`src/rtl/ivd_pkg.sv`:
```
package ivd_pkg;
  localparam int unsigned NCLS = 10;

  typedef enum logic [3:0] {
    OP_RETSTOP = 4'h0, OP_RALU  = 4'h1, OP_RMOV = 4'h2, OP_RMEM = 4'h3,
    OP_CFLOW   = 4'h4, OP_IALU  = 4'h5, OP_IMOV = 4'h6, OP_IMEM = 4'h7,
    OP_ADR2    = 4'h8, OP_ADR3  = 4'h9, OP_ADR6 = 4'hA, OP_ADR7 = 4'hB,
    OP_ICBR    = 4'hF
  } major_e;

  typedef enum int unsigned {
    C_RETSTOP = 0, C_RALU = 1, C_RMOV = 2, C_RMEM = 3, C_CFLOW = 4,
    C_IALU = 5, C_IMOV = 6, C_IMEM = 7, C_ADR = 8, C_ICBR = 9
  } cls_idx_e;

  localparam logic [3:0] MN_STOP = 4'h0;
  localparam logic [3:0] MN_RET  = 4'h1;
  localparam logic [3:0] MN_MULU = 4'h4;
  localparam logic [3:0] MN_MULS = 4'h5;
  localparam logic [3:0] MN_SAL  = 4'hC;
  localparam logic [3:0] MN_SAR  = 4'hD;
  localparam logic [3:0] MN_SHR  = 4'hE;
  localparam logic [3:0] MN_CALL = 4'hE;
  localparam logic [3:0] MN_JMP  = 4'hF;

  localparam int unsigned FU_AGEN = 0;
  localparam int unsigned FU_MUL  = 1;
  localparam int unsigned FU_SHF  = 2;
  localparam int unsigned FU_ALU  = 3;
  localparam int unsigned NFU     = 4;
endpackage

```
`src/rtl/ivd_fields.sv`:
```
module ivd_fields
  import ivd_pkg::*;
(
  input  logic [23:0]     head_i,
  output logic [3:0]      major_o,
  output logic [3:0]      minor_o,
  output logic [3:0]      rd_o,
  output logic [3:0]      rs_o,
  output logic [3:0]      rz_o,
  output logic [3:0]      shamt_o,
  output logic [3:0]      len_o,
  output logic [NCLS-1:0] cls_o,
  output logic            illegal_o
);
  assign major_o = head_i[7:4];
  assign minor_o = head_i[3:0];
  assign rd_o    = head_i[15:12];
  assign rs_o    = head_i[11:8];
  assign rz_o    = head_i[23:20];
  assign shamt_o = head_i[19:16];

  always_comb begin
    cls_o     = '0;
    len_o     = 4'd0;
    illegal_o = 1'b0;
    case (major_o)
      OP_RETSTOP: begin cls_o[C_RETSTOP] = 1'b1; len_o = 4'd2;  end
      OP_RALU:    begin cls_o[C_RALU]    = 1'b1; len_o = 4'd2;  end
      OP_RMOV:    begin cls_o[C_RMOV]    = 1'b1; len_o = 4'd2;  end
      OP_RMEM:    begin cls_o[C_RMEM]    = 1'b1; len_o = 4'd2;  end
      OP_CFLOW:   begin cls_o[C_CFLOW]   = 1'b1; len_o = 4'd6;  end
      OP_IALU:    begin cls_o[C_IALU]    = 1'b1; len_o = 4'd6;  end
      OP_IMOV:    begin cls_o[C_IMOV]    = 1'b1; len_o = 4'd6;  end
      OP_IMEM:    begin cls_o[C_IMEM]    = 1'b1; len_o = 4'd6;  end
      OP_ADR2:    begin cls_o[C_ADR]     = 1'b1; len_o = 4'd2;  end
      OP_ADR3:    begin cls_o[C_ADR]     = 1'b1; len_o = 4'd3;  end
      OP_ADR6:    begin cls_o[C_ADR]     = 1'b1; len_o = 4'd6;  end
      OP_ADR7:    begin cls_o[C_ADR]     = 1'b1; len_o = 4'd7;  end
      OP_ICBR:    begin cls_o[C_ICBR]    = 1'b1; len_o = 4'd10; end
      default:    illegal_o = 1'b1;
    endcase
  end
endmodule

```
`src/rtl/ivd_imm.sv`:
```
module ivd_imm #(
  parameter int unsigned XLEN  = 64,
  parameter int unsigned IMM_W = 32
) (
  input  logic [IMM_W-1:0] base_i,
  input  logic [IMM_W-1:0] alt_i,
  input  logic             use_alt_i,
  output logic [XLEN-1:0]  imm_o
);
  localparam int unsigned EXT_W = XLEN - IMM_W;
  logic [IMM_W-1:0] word;

  assign word = use_alt_i ? alt_i : base_i;

  generate
    if (EXT_W > 0) begin : g_ext
      assign imm_o = {{EXT_W{word[IMM_W-1]}}, word};
    end else begin : g_noext
      assign imm_o = word[XLEN-1:0];
    end
  endgenerate
endmodule

```
`src/rtl/ivd_ctrl.sv`:
```
module ivd_ctrl
  import ivd_pkg::*;
(
  input  logic [NCLS-1:0] cls_i,
  input  logic [3:0]      minor_i,
  input  logic [3:0]      rd_i,
  input  logic [3:0]      rz_i,
  output logic [3:0]      rd_port_o,
  output logic            reg_we_o,
  output logic            load_o,
  output logic            store_o,
  output logic            use_imm_o,
  output logic            cond_o,
  output logic            call_o,
  output logic            ret_o,
  output logic            stop_o,
  output logic [NFU-1:0]  fu_sel_o,
  output logic            mul_signed_o,
  output logic            shift_left_o,
  output logic            shift_arith_o,
  output logic            ag_src_o,
  output logic            ag_idx_o,
  output logic            ag_disp_o
);
  logic is_adr, is_move, is_mem, is_arith, use_agen, is_mul, is_shf;

  assign is_adr   = cls_i[C_ADR];
  assign is_mem   = cls_i[C_RMEM] | cls_i[C_IMEM];
  assign is_move  = cls_i[C_RMOV] | cls_i[C_IMOV] | is_mem;
  assign is_arith = cls_i[C_RALU] | cls_i[C_IALU];
  assign use_agen = is_adr | is_move;

  assign load_o  = is_mem & ~minor_i[3];
  assign store_o = is_mem &  minor_i[3];

  assign cond_o  = (cls_i[C_CFLOW] | cls_i[C_ICBR]) &
                   (minor_i != MN_CALL) & (minor_i != MN_JMP);
  assign call_o  = cls_i[C_CFLOW] & (minor_i == MN_CALL);
  assign ret_o   = cls_i[C_RETSTOP] & (minor_i == MN_RET);
  assign stop_o  = cls_i[C_RETSTOP] & (minor_i == MN_STOP);

  assign use_imm_o = cls_i[C_IMOV] | cls_i[C_IALU] | cls_i[C_ICBR];
  assign rd_port_o = is_adr ? rz_i : rd_i;
  assign reg_we_o  = is_arith | is_adr | load_o | cls_i[C_RMOV] |
                     cls_i[C_IMOV] | call_o;

  // agen term enables come straight from minor bits
  assign ag_src_o  = (minor_i[0] & use_agen) | cls_i[C_RALU] | cls_i[C_CFLOW];
  assign ag_idx_o  =  minor_i[1] & use_agen;
  assign ag_disp_o = (minor_i[2] & use_agen) | cls_i[C_IALU] | cls_i[C_ICBR];

  assign is_mul = is_arith & ((minor_i == MN_MULU) | (minor_i == MN_MULS));
  assign is_shf = is_arith & ((minor_i == MN_SAL) | (minor_i == MN_SAR) |
                              (minor_i == MN_SHR));

  always_comb begin
    fu_sel_o = '0;
    fu_sel_o[FU_AGEN] = use_agen;
    fu_sel_o[FU_MUL]  = is_mul;
    fu_sel_o[FU_SHF]  = is_shf;
    fu_sel_o[FU_ALU]  = (is_arith | cond_o) & ~is_mul & ~is_shf;
  end

  assign mul_signed_o  = is_mul & (minor_i == MN_MULS);
  assign shift_left_o  = is_shf & (minor_i == MN_SAL);
  assign shift_arith_o = is_shf & ((minor_i == MN_SAL) | (minor_i == MN_SAR));
endmodule

```
`src/rtl/ivd_decoder.sv`:
```
module ivd_decoder
  import ivd_pkg::*;
#(
  parameter int unsigned NB    = 10,
  parameter int unsigned XLEN  = 64,
  parameter int unsigned IMM_W = 32
) (
  input  logic [NB*8-1:0] bytes_i,
  output logic [3:0]      major_o,
  output logic [3:0]      minor_o,
  output logic [3:0]      rd_o,
  output logic [3:0]      rs_o,
  output logic [3:0]      rz_o,
  output logic [3:0]      shamt_o,
  output logic [3:0]      len_o,
  output logic [NCLS-1:0] cls_o,
  output logic [XLEN-1:0] imm_a_o,
  output logic [XLEN-1:0] imm_b_o,
  output logic [3:0]      rd_port_o,
  output logic            reg_we_o,
  output logic            load_o,
  output logic            store_o,
  output logic            use_imm_o,
  output logic            cond_o,
  output logic            call_o,
  output logic            ret_o,
  output logic            stop_o,
  output logic [NFU-1:0]  fu_sel_o,
  output logic            mul_signed_o,
  output logic            shift_left_o,
  output logic            shift_arith_o,
  output logic            ag_src_o,
  output logic            ag_idx_o,
  output logic            ag_disp_o,
  output logic            illegal_o
);
  localparam int unsigned OFS_BASE  = 2;
  localparam int unsigned OFS_ALT_A = 3;
  localparam int unsigned OFS_ALT_B = 6;

  ivd_fields u_fields (
    .head_i   (bytes_i[23:0]),
    .major_o  (major_o),
    .minor_o  (minor_o),
    .rd_o     (rd_o),
    .rs_o     (rs_o),
    .rz_o     (rz_o),
    .shamt_o  (shamt_o),
    .len_o    (len_o),
    .cls_o    (cls_o),
    .illegal_o(illegal_o)
  );

  ivd_imm #(.XLEN(XLEN), .IMM_W(IMM_W)) u_imm_a (
    .base_i   (bytes_i[OFS_BASE*8 +: IMM_W]),
    .alt_i    (bytes_i[OFS_ALT_A*8 +: IMM_W]),
    .use_alt_i(major_o == OP_ADR7),
    .imm_o    (imm_a_o)
  );

  ivd_imm #(.XLEN(XLEN), .IMM_W(IMM_W)) u_imm_b (
    .base_i   (bytes_i[OFS_BASE*8 +: IMM_W]),
    .alt_i    (bytes_i[OFS_ALT_B*8 +: IMM_W]),
    .use_alt_i(major_o == OP_ICBR),
    .imm_o    (imm_b_o)
  );

  ivd_ctrl u_ctrl (
    .cls_i        (cls_o),
    .minor_i      (minor_o),
    .rd_i         (rd_o),
    .rz_i         (rz_o),
    .rd_port_o    (rd_port_o),
    .reg_we_o     (reg_we_o),
    .load_o       (load_o),
    .store_o      (store_o),
    .use_imm_o    (use_imm_o),
    .cond_o       (cond_o),
    .call_o       (call_o),
    .ret_o        (ret_o),
    .stop_o       (stop_o),
    .fu_sel_o     (fu_sel_o),
    .mul_signed_o (mul_signed_o),
    .shift_left_o (shift_left_o),
    .shift_arith_o(shift_arith_o),
    .ag_src_o     (ag_src_o),
    .ag_idx_o     (ag_idx_o),
    .ag_disp_o    (ag_disp_o)
  );
endmodule

```
`config.mk`:
```
export PLATFORM = sky130hd
export DESIGN_NAME = ivd_decoder
export DESIGN_NICKNAME = d
export VERILOG_FILES = /design/src/rtl/ivd_pkg.sv /design/src/rtl/ivd_fields.sv /design/src/rtl/ivd_imm.sv /design/src/rtl/ivd_ctrl.sv /design/src/rtl/ivd_decoder.sv
export SDC_FILE = /design/constraint.sdc
export NUM_CORES = 1
export LEC_CHECK = 0
export BUFFER_PORTS_ARGS = -buffer_cell sky130_fd_sc_hd__buf_2
export CORE_AREA = 3 3 103 105
export DETAILED_ROUTE_END_ITERATION = 12
export DIE_AREA = 0 0 106 108
export SYNTH_ARGS = -nofsm -noshare
export SYNTH_HDL_FRONTEND = slang
export SYNTH_HIERARCHICAL = 1
export SYNTH_SLANG_ARGS = --single-unit
```
`constraint.sdc`:
```
create_clock -name vclk -period 2.1
set_input_delay 0.21 -clock vclk [all_inputs]
set_output_delay 0.21 -clock vclk [all_outputs]
set_load 0.01 [all_outputs]
```
Yosys cells after proc, flatten, opt, wreduce, memory -nomap -nowiden:

Index checks and enable logic that the tools add are counted.

* input port bits: 80
* output and inout port bits: 189
* register bits: 0
* logic and storage cells: 82

* eq/ne operators: 20
* bitwise operators: 41
* mux-type cells: 15
* reduce and logical (&&, ||, !) cells: 6

Operator list (number)
* $mux W32: 2
* $eq A4 B4 Y1 const B: 8
* $eq A4 B3 Y1 const B: 6
* $or A1 B1 Y1: 21
* $pmux W4 S5: 1
* $and A1 B1 Y1: 17
* $reduce_or A13 Y1: 1
* $mux W1: 11
* $reduce_or A5 Y1: 2
* $eq A4 B1 Y1 const B: 2
* $eq A4 B2 Y1 const B: 2
* $logic_not A4 Y1: 2
* $ne A4 B4 Y1 const B: 2
* $mux W4: 1
* $reduce_or A4 Y1: 1
* $not A1 Y1: 3

Logic depth before layout (Yosys ltp):

* depth after elaboration: 8
* gate-level depth with buffers: 5
* gate-level depth less buffers: 5

Cells and area by module:

Netlist, hierarchy kept.

By module, submodules not included
* ivd_imm: sequential area each 0.0 um^2, times used 2, area an instance 784.5 um^2, cells an instance 68
* ivd_fields: sequential area each 0.0 um^2, times used 1, area an instance 289.0 um^2, cells an instance 44
* ivd_ctrl: sequential area each 0.0 um^2, times used 1, area an instance 251.5 um^2, cells an instance 38
* ivd_decoder: sequential area each 0.0 um^2, times used 1, area an instance 20.0 um^2, cells an instance 2

Worst setup path before layout:

OpenSTA, ideal clock, no wires.

* path type: input port to output port
* start: input port bytes_i[6]
* end: output port imm_a_o[32]
* data arrival time: 1.461 ns
* path slack: 0.429 ns
* stages: 5
* required time: 1.890 ns
* path buffers: 3
* path through: buf_4 > and4b_1 > buf_6 > mux2_2 > buf_4

* longest elaborated chain between the ends: 2

RTL lines
* from (decl): line ivd_decoder.sv:8 `input logic [NB*8-1:0] bytes_i,`
* $eq A4 B4 Y1: line ivd_decoder.sv:57 `.use_alt_i(major_o == OP_ADR7),`
* $mux W32: line ivd_imm.sv:13 `assign word = use_alt_i ? alt_i : base_i;`
* to (decl): line ivd_decoder.sv:17 `output logic [XLEN-1:0] imm_a_o,`

Every way passes these cells.

Worst setup path after layout:

* start: input port bytes_i[7]
* end: output port fu_sel_o[3]

* longest elaborated chain between the ends: 8
* elaborated cells on any way between the ends: 19
* classes of those cells: eq/ne (4); mux (4); bitwise (11)

RTL lines
* $eq A4 B3 Y1 / $eq A4 B4 Y1 (equally long branches): line ivd_fields.sv:26 `case (major_o)`
* $mux W1: line ivd_fields.sv:26
* $or A1 B1 Y1: line ivd_ctrl.sv:36 `assign cond_o = (cls_i[C_CFLOW] | cls_i[C_ICBR]) &`
* $and A1 B1 Y1: line ivd_ctrl.sv:36
* $and A1 B1 Y1: line ivd_ctrl.sv:37 `(minor_i != MN_CALL) & (minor_i != MN_JMP);`
* $or A1 B1 Y1: line ivd_ctrl.sv:61 `fu_sel_o[FU_ALU] = (is_arith | cond_o) & ~is_mul & ~is_shf;`
* $and A1 B1 Y1: line ivd_ctrl.sv:61
* $and A1 B1 Y1 *: line ivd_ctrl.sv:61
* to (decl): line ivd_decoder.sv:28 `output logic [NFU-1:0] fu_sel_o,`

Every way passes the cells marked *; elsewhere a longest branch is shown, timed or not.

==> key figures <==
Timing
  • Slew Viols, Final: 0
  • Hold Violations, Final: 0
  • Final min period: 1.922 ns
  • Worst-Margin Slew: 0.5258 ns
  • Fin crit share: 91.50%
  • # setup viols final: 0
  • Highest clock rate: 520.4 MHz
  • RSZ-0062 raised after global routing: false
  • Setup WS post-layout: 0.1784 ns
  • Max-slew headroom: 64.67%
  • Post-route setup TNS: 0 ns

Setup path
  • Critical Path RT: 1.89 ns
  • Delay of the slowest critical-path stage: 0.43 ns
  • Max FO, Critical Path: 11
  • Worst setup SP type: primary input
  • WP buf/inv: 2
  • Cell Chain, Critical Path: buf_2 > nand2b_2 > nor3_1 > nor2_1 > a31oi_1 > o31a_1 > buf_2
  • Worst EP arrival: 1.71 ns
  • Critical Path Start: bytes_i[7]
  • Critical path type: in2out
  • Most used cell, CP: buf_2
  • Worst Setup End Kind: output pin
  • Delay-heaviest family, CP: simple AND/OR/NAND/NOR gates
  • Slowest stage cell, crit path: nor3_1

Finish
  • Nets@finish: 468
  • Commonest non-fill, non-tap cell in the layout: buf_2
  • Area Overhead vs Synth: 33.14%
  • Clock buffer count: 0
  • Layout cells sized above 1: 88.60%
  • Most frequent cells in the layout: buf_2, mux2_4, nor2_1
  • N_diodes: 0
  • Register area: 0 um^2
  • Seq cells: 0

Power
  • Clock share of power: 0%
  • Leak pwr: 0.001673 uW
  • Seq pwr share: 0%
  • Switching pwr: 337.5 uW
  • Comb pwr share: 100.0%
  • Switching share of total power: 50.80%
  • VDD IR max: 0.07206 mV
  • PwrDens: 234.3 nW/um^2
  • P_int: 326.9 uW

Yosys
  • Largest family of logic cells by synthesized area: multiplexers
  • YS warnings: 6
  • Cell taking the most area after synthesis: mux2_4
  • Sequential fraction of the synthesis area: 0%
  • Post-Synth Simple-Gate Area: 10.87%
  • Netlist cell types: 30
  • Adder-cell area share of the yosys netlist: 0%
  • Synth Area in Compound Gates: 3.231%
  • Synth Instances: 220
  • Post-Synth XOR/XNOR Area: 0%
  • Syn avg cell area: 9.680 um^2
  • Area contributors post-synth: mux2_4, buf_4, buf_12, mux2_2, nor2_1
  • Yosys top cell area share: 42.30%
  • Syn nets: 300
  • Netlist Area Pre-Place: 2130 um^2
  • Post-synthesis mux area share: 46.53%

Place
  • Port Buf Inserts: 261
  • Routability cong.: 0.8360
  • Pre-CTS setup slack: 0.2191 ns
  • Hpwl dp: 6871 um

Global route
  • GRT Total Usage: 11.76%
  • First-pass GRT wire length: 10960 um
  • Gr ovfl total: 0
  • Vias in the first global route: 2006
  • Initial antenna violation count: 0
  • Largest net degree at the start of global routing: 34

Detailed routing
  • Vias per cell: 4.044
  • Post-DRT Antenna Nets: 0
  • Drt initial violations: 48
  • Residual DRC: 0
  • Detailed Route WL: 7895 um
  • Via count: 2099
  • TritonRoute pass-1 iters: 4
  • Drt wl/cell: 15.21 um

Die
  • I/O pins: 269
  • Die Span X: 106 um
  • Die area: 11450 um^2
  • FP Rows: 36
  • Initial core utilization: 21.89%
  • Vert. Die Dim: 108 um
  • Core area: 9729 um^2

Min path
  • Worst Hold Launch: bytes_i[8]
  • HP Class: in2out

Clock tree
  • Hold Buf Count CTS: 0
  • Setup bufs post-CTS: 0
  • Post-CTS Resized: 0

Flow run
  • Total of max-cap violations: 0

Run status
  • Outcome: completed
## metal layers
metal / track usage [%] / routed length [um]
met3: 2.985 / 954
met5: 0 / 0
met4: 0.7401 / 39
met1: 13.10 / 2929
met2: 23.36 / 3971
## worst paths after layout
path                     endpoint  depth (start not counted)
worst max-delay path  fu_sel_o[3]                          7
worst min-delay path      rs_o[0]                          0
## logic make-up (layout without fill, tap and decap cells)
family                 Yosys count  after routing
buffers and inverters          102            268
AND/OR/NAND/NOR                 41             41
multiplexers                    68             68
AO/OA/AOI/OAI                    9              9
## area by class of cell
cell class         instances  area [um^2]
well taps                133        166.4
inverters                  2        7.507
fillers                 1062         6894
multi-input cells        118         1292
repair buffers           266         1369
## cells in the mapped netlist
cell / count
mux2_4: 60
a31oi_1: 1
nand2_2: 1
nor2_1: 10
nor2b_2: 1
a211o_1: 3
nand2b_1: 2
buf_2: 1
nand2_1: 4
nor2_2: 1
nor4b_1: 1
and2_1: 3
or3_1: 2
nor4_1: 2
and4b_1: 1
inv_1: 2
buf_6: 2
o21ai_1: 1
o31a_1: 1
a21oi_1: 1
mux2_2: 8
a21bo_1: 1
a211oi_1: 1
and4_2: 1
nand3_1: 2
nor3_1: 7
buf_4: 91
nor3_2: 1
buf_12: 6
nand2b_2: 2
## power groups by stage
stage          clock network, uW  registers [uW]  logic [uW]
6_report                       0               0         664
5_1_grt                        0               0         717
4_1_cts                        0               0         674
3_5_place_dp                   0               0         671
3_3_place_gp                   0               0         667
2_1_floorplan                  0               0         495
## through the flow
step | hold slack (ns) | cell area (um^2) | util, % | instances | power (uW)
finish | 0.4200 | 2835 | 29.14 | 519 | 664.4
global route | 0.4200 | 2835 | 29.14 | 519 | 717.2
CTS | 0.4201 | 2835 | 29.14 | 519 | 674.4
detailed placement | 0.4201 | 2835 | 29.14 | 519 | 671.3
global placement | 0.4201 | 2835 | 29.14 | 519 | 667.4
floorplan | 0.4739 | 2130 | - | 220 | 494.7
Note: power is estimated with default switching activity, not from simulation.
